$ cat config.mk
export PLATFORM = sky130hd
export DESIGN_NAME = hpm_access_fsm
export DESIGN_NICKNAME = d
export VERILOG_FILES = /design/src/rtl/hpm_pkg.sv /design/src/rtl/hpm_access_fsm.sv
export SDC_FILE = /design/constraint.sdc
export NUM_CORES = 1
export LEC_CHECK = 0
export ABC_AREA = 0
export BUFFER_PORTS_ARGS = -buffer_cell sky130_fd_sc_hd__buf_4
export CORE_MARGIN = 4
export CORE_UTILIZATION = 41
export CTS_CLUSTER_DIAMETER = 100
export DETAILED_ROUTE_END_ITERATION = 6
export HOLD_SLACK_MARGIN = 0.02
export PLACE_DENSITY_LB_ADDON = 0.1
export SLEW_MARGIN = 5
export SYNTH_ARGS = -nofsm -noshare
export SYNTH_HDL_FRONTEND = slang
export SYNTH_SLANG_ARGS = --single-unit
export TNS_END_PERCENT = 30
$ cat constraint.sdc
create_clock -name clk -period 1.5 [get_ports clk]
set_input_delay 0.075 -clock clk [delete_from_list [all_inputs] [get_ports clk]]
set_output_delay 0.075 -clock clk [all_outputs]
set_load 0.01 [all_outputs]
$ cat src/rtl/hpm_pkg.sv
package hpm_pkg;

    typedef enum logic [2:0] {
        ST_IDLE,
        ST_ROW_OPEN,
        ST_READ_DRIVE,
        ST_READ_HOLD,
        ST_WRITE
    } acc_state_t;

    localparam int STROBE_N = 5;
    localparam int SB_RAS   = 0;
    localparam int SB_CAS   = 1;
    localparam int SB_OE    = 2;
    localparam int SB_WE    = 3;
    localparam int SB_CS    = 4;

endpackage

$ cat src/rtl/hpm_access_fsm.sv
module hpm_access_fsm
    import hpm_pkg::*;
#(
    parameter int ADDR_W = 4,
    parameter int DATA_W = 8
) (
    input  logic                clk,
    input  logic                rst_n,
    input  logic [STROBE_N-1:0] level_n,
    input  logic [STROBE_N-1:0] fall,
    input  logic [STROBE_N-1:0] rise,
    input  logic [ADDR_W-1:0]   addr,
    input  logic [DATA_W-1:0]   rd_data,
    output logic [ADDR_W-1:0]   row_q,
    output logic                wr_en,
    output logic [DATA_W-1:0]   dout,
    output logic                dout_en
);

    acc_state_t state, nxt;
    logic       load_row;
    logic       rd_take;
    logic       ctrl_chg;
    logic       cas_go;

    assign ctrl_chg = |(fall[SB_CS:SB_OE] | rise[SB_CS:SB_OE]);
    assign cas_go   = fall[SB_CAS] && !level_n[SB_CS];

    always_comb begin
        nxt      = state;
        load_row = 1'b0;
        wr_en    = 1'b0;
        rd_take  = 1'b0;
        if (rise[SB_RAS]) begin
            nxt = ST_IDLE;
        end else begin
            unique case (state)
                ST_IDLE: begin
                    if (fall[SB_RAS]) begin
                        nxt      = ST_ROW_OPEN;
                        load_row = 1'b1;
                    end
                end
                ST_ROW_OPEN, ST_READ_DRIVE, ST_READ_HOLD, ST_WRITE: begin
                    if (cas_go) begin
                        if (!level_n[SB_WE]) begin
                            nxt   = ST_WRITE;
                            wr_en = 1'b1;
                        end else if (!level_n[SB_OE]) begin
                            nxt     = ST_READ_DRIVE;
                            rd_take = 1'b1;
                        end else begin
                            nxt = ST_ROW_OPEN;
                        end
                    end else if (ctrl_chg) begin
                        nxt = ST_ROW_OPEN;
                    end else if (rise[SB_CAS]) begin
                        if (state == ST_READ_DRIVE)  nxt = ST_READ_HOLD;
                        else if (state == ST_WRITE)  nxt = ST_ROW_OPEN;
                    end
                end
                default: nxt = ST_IDLE;
            endcase
        end
    end

    always_ff @(posedge clk) begin
        if (!rst_n) state <= ST_IDLE;
        else        state <= nxt;
    end

    always_ff @(posedge clk) begin
        if (!rst_n) begin
            row_q <= '0;
            dout  <= '0;
        end else begin
            if (load_row) row_q <= addr;
            if (rd_take)  dout  <= rd_data;
        end
    end

    assign dout_en = (state == ST_READ_DRIVE) || (state == ST_READ_HOLD);

    assert_reset_off_R1: assert property (@(posedge clk)
        !rst_n |=> !dout_en);

    assert_read_drives_R2: assert property (@(posedge clk) disable iff (!rst_n)
        rd_take |=> (dout_en && dout == $past(rd_data)));

    assert_hold_stable_R3: assert property (@(posedge clk) disable iff (!rst_n)
        (dout_en && !fall[SB_CAS] && !ctrl_chg && !rise[SB_RAS]) |=> (dout_en && $stable(dout)));

    assert_ras_rise_off_R5: assert property (@(posedge clk) disable iff (!rst_n)
        rise[SB_RAS] |=> !dout_en);

    assert_ctrl_change_off_R6: assert property (@(posedge clk) disable iff (!rst_n)
        (ctrl_chg && !fall[SB_CAS]) |=> !dout_en);

    assert_write_quiet_R7: assert property (@(posedge clk) disable iff (!rst_n)
        wr_en |=> !dout_en);

    assert_closed_no_write_R9: assert property (@(posedge clk) disable iff (!rst_n)
        (state == ST_IDLE || level_n[SB_CS]) |-> !wr_en);

    assert_oe_high_no_drive_R10: assert property (@(posedge clk) disable iff (!rst_n)
        (fall[SB_CAS] && level_n[SB_OE] && !rise[SB_RAS]) |=> !dout_en);

endmodule

Word-level counts from Yosys, hierarchy flattened

Index checks and enable logic that the tools add are counted.

RAM bits: 0
Flip-flop bits (word level): 15
Bits in latches: 0
Bits in read-only memories: 0
Output and inout bits: 14
Memories: 0

Divide/modulo/power cells: 0
Multiply operators: 0
Shifts and indexed selects: 0
$lt $le $gt $ge: 0
$add $sub $neg: 0
Bitwise gates (word level): 2
Reductions and logical operators: 8
Multiplexer cells: 21
Equal/unequal tests: 7

Operators with widths:

| kind                 | count |
|---|---|
| $mux W3              | 7 |
| $mux W1              | 12 |
| $eq A3 B2 Y1 const B | 2 |
| $pmux W3 S2          | 1 |
| $ne A5 B5 Y1 const B | 1 |
| $ne A4 B4 Y1 const B | 1 |
| $reduce_or A4 Y1     | 1 |
| $eq A3 B1 Y1 const B | 1 |
| $eq A3 B3 Y1 const B | 1 |
| $logic_not A3 Y1     | 1 |
| $or A3 B3 Y3         | 1 |
| $reduce_and A3 Y1    | 1 |
| $reduce_or A3 Y1     | 1 |
| $mux W2              | 1 |
| $ne A2 B2 Y1 const B | 1 |
| $reduce_or A2 Y1     | 1 |
| $logic_and A1 B1 Y1  | 1 |
| $logic_not A1 Y1     | 1 |
| $logic_or A1 B1 Y1   | 1 |
| $not A1 Y1           | 1 |

Longest topological paths before layout

Depth in word-level cells: 7
Mapped depth: 6
Mapped depth without buffers: 4

Worst setup path after synthesis

Ideal clock, no wire load.

Path type: reg-to-reg
Start: register state[2]
End: register dout[0]
Slack: 0.226 ns
Required time: 1.384 ns
Period minus slack after synthesis: 1.274 ns
Cell stages (with the launch flop): 7
Arrival time: 1.158 ns
Buffers on the path: 2
Cells stage by stage: dfxtp_1 -> buf_4 -> nor3_2 -> nor4b_4 -> buf_6 -> mux2i_1 -> nor2b_1

Cells in the longest elaborated chain, start to end: 4

RTL lines:

| what                                       | line                 | RTL |
|---|---|---|
| start: declaration                         | hpm_access_fsm.sv:20 | `acc_state_t state, nxt;` |
| start signal: assignment                   | hpm_access_fsm.sv:69 | `else state <= nxt;` |
| $eq A3 B2 Y1, or another cell as far along | hpm_access_fsm.sv:37 | `unique case (state)` |
| $reduce_or A4 Y1 (*)                       | hpm_access_fsm.sv:37 |  |
| $mux W1 (*)                                | hpm_access_fsm.sv:37 |  |
| $mux W1 (*)                                | hpm_access_fsm.sv:34 | `if (rise[SB_RAS]) begin` |
| end signal: assignment                     | hpm_access_fsm.sv:78 | `if (rd_take) dout <= rd_data;` |
| end: declaration                           | hpm_access_fsm.sv:16 | `output logic [DATA_W-1:0] dout,` |

Mark *: on every way between the ends. The rest lies on a longest branch, timed or not.
A chain may end at the register's enable or synchronous reset.

Final worst setup path

Start: register state[0]
End: output port wr_en

Cells in the longest elaborated chain, start to end: 4

RTL lines:

| what                                       | line                 | RTL |
|---|---|---|
| $eq A3 B2 Y1, or another cell as far along | hpm_access_fsm.sv:37 |  |
| $reduce_or A4 Y1 (*)                       | hpm_access_fsm.sv:37 |  |
| $mux W1 (*)                                | hpm_access_fsm.sv:37 |  |
| $mux W1 (*)                                | hpm_access_fsm.sv:34 |  |
| end: declaration                           | hpm_access_fsm.sv:15 | `output logic wr_en,` |

Marks and branches as above.

==> run metrics <==
maximum vdd ir drop=0.610 mV; top cells by count, synth=dfxtp_1, nor2b_1, mux2i_1; synthesis-to-finish area growth=52.4%; Tightest Hold Check Type=input pin to register; drt drc=0; Clock Latency Late Sink=0.27 ns; cts hold-fix bufs=0; Slew @ Worst Pin=approximately 0.27 ns; fillers=about 160; top-count cell post-synth=dfxtp_1; Leak=0.480 nW; setup ws final=-0.0290 ns; RePlAce Congestion=0.775; Reg2Reg Depth=5; global-route wire length before repair=2800 microns; Seq/Total Area, Yosys=41.0%; Post-DP HPWL=roughly 1200 microns; crit path capture type=primary output; Post-Syn Instances=between 70 and 80; full die area=0.00253 sq mm; CTS tree=built; die height=about 50 microns; CP delay by family, top=simple AND/OR/NAND/NOR gates; Synth Cell Area=733 sq um; Stages on worst setup path=5; Hold Violations, Final=0; CP max stage cell=or3_4; vias in the first global route=between 600 and 700; Initial Utilization=42.9%; register area=a little over 300 sq um; CP Max Fanout=3; RSZ-0062 raised after global routing=true; Top FF cell, synth=dfxtp_1; fin util=65.4%; pin count of the biggest net entering global routing=14; clock slew at reported path FFs=0.09 ns; worst clock skew=0.00361 ns; core area=0.00171 sq mm; Setup-failing EPs final=1; worst-path cell chain=o21ai_2 > nand2b_1 > or3_4 > nor2_2 > buf_4; startpoint types=register; Setup CP Type=register to primary output; Tcrit/Tclk final=102%; Detailed Routing Iterations Pass 1=4; IO buf count=40; MaxCap Viol Count=0; GR Util All Layers=around 14%; Initial DRC Count=4; antenna cell count=0; share of post-route cells with drive strength above 1=between 40 and 50%; Die X=50.3 microns; slowest cell delay on critical path=0.38 ns; Finished Cell Area=0.00112 sq mm; total CTS buffers=3; layout net count=149; EDFF count, synth=0; share of the synthesized area in the top cell type=41.0%; achievable frequency=0.654 GHz; Worst EP arrival=1.45 ns; area leader, netlist=dfxtp_1; fin crit period=1.53 ns; FFs w/ async S/R, synth=0%; post-route ant nets=0; CP required=1.42 ns; crit path buf inv count=1; area of the multi-input gates=408 sq um; Hold Path Stages=3; Post-Syn Area per Cell=9.78 sq um; gr ovfl total=0; initial antenna violation count=0; final slew viol count=0; clock sinks=15; CTS Root Cell=clkbuf_4; final WL=1700 microns; Slew headroom=81.7%; status=complete, but fails checks; Synthesis Warnings=0; Rows=15; top cells by area, synth=dfxtp_1, mux2i_1, nor2b_1, nor4b_4, nor2_1; failing checks=setup timing; Area after DPL=roughly 0.0011 sq mm; setup TNS=-0.0290 ns; H-tree depth=1; Via Count=683; vias per cell=4.74; Pwr Density=between 600 and 700 mW/mm^2; Routed wire per std cell=11.8 microns; Bufs on Longest Clock Path=2; io pins=43; Netlist cell types=26; syn_nets=104; post-synthesis register bit count=15
[routing by layer]
| metal | track usage [%] | vias to the layer above | routed length [microns] |
|---|---|---|---|
| met3 | 3.86 | 2 | 128 |
| met2 | 27.2 | 21 | 889 |
| met5 | 0 | - | 0 |
| li1 | - | 353 | - |
| met4 | 5.38 | 0 | 14 |
| met1 | 15.1 | 307 | 670 |
[cells in the final DEF (no fill, tap or decap), types with 2 or more instances in the layout]
cell type,synthesis,layout
buf_4,1,44
nor2b_1,13,13
mux2i_1,12,12
dfxtp_1,15,12
nor2_1,6,4
nand2b_1,3,3
a21oi_1,3,3
clkbuf_4,0,3
nor2_2,0,2
and3_1,2,2
nor4_1,2,2
inv_1,2,2
dfxtp_4,0,2
[worst paths after layout]
path | from | endpoint | slack [ns]
worst min register to register | dout[0] | dout[0] | 0.52
worst max-delay path | state[0] | wr_en | -0.03
worst min-delay path | rd_data[3] | dout[3] | 0.06
worst max register to register | state[1] | state[0] | 0.11
[final cells by class]
type | count | share of cell area (%)
tap | 25 | 2.80
inverter | 3 | 1.01
clock buffer | 3 | 2.02
multi-input combinational | 53 | 36.5
timing repair buffer | 44 | 29.6
sequential | 15 | 27.7
clock inverter | 1 | 0.448
[what timing repair did]
action                                  in CTS  in global routing
gates resized for setup                      6                  3
endpoints found under the hold margin        0                  0
pin swaps                                    0                  1
endpoints found under the setup margin       1                  4
setup buffers                                2                  0
gates cloned                                 0                  0
[flip-flops by register name, indices dropped and copies added (netlist names)]
name   count
dout       8
row_q      4
state      3
[tightest hold or removal path: cells and delay by family]
family	cells	cell delay, ns
buf+inv	1	0.07
simple gates	1	0.09
mux	1	0.05
[power by group]
part	leakage (nW)	total (W)	internal [W]	switching (W)
registers	0.123	0.000409	0.000404	0.00000537
logic	0.339	0.000129	0.0000806	0.0000479
clock network	0.0177	0.000217	0.0000986	0.000118
[cells by family (layout without fill, tap and decap cells)]
kind of cell	after synthesis	count (layout)	synth area share, %
flip-flops	15	15	41.0
adder cells (fa/ha/maj)	1	1	1.37
AND/OR/NAND/NOR	31	31	28.0
buffers and inverters	7	51	5.29
AO/OA/AOI/OAI	9	9	8.02
multiplexers	12	12	16.4
[metrics by stage]
stage / setup WS (ns) / instances / hold slack, ns / total power [W]
floorplan: 0.226 / 75 / 0.198 / 0.000472
global placement: 0.140 / 138 / 0.330 / 0.000541
detailed placement: 0.121 / 138 / 0.343 / 0.000544
CTS: -0.0489 / 144 / 0.0525 / 0.000763
global route: -0.102 / 144 / 0.0552 / 0.000799
finish: -0.0290 / 144 / 0.0580 / 0.000755
No activity file was read; power rests on OpenSTA's default activity.
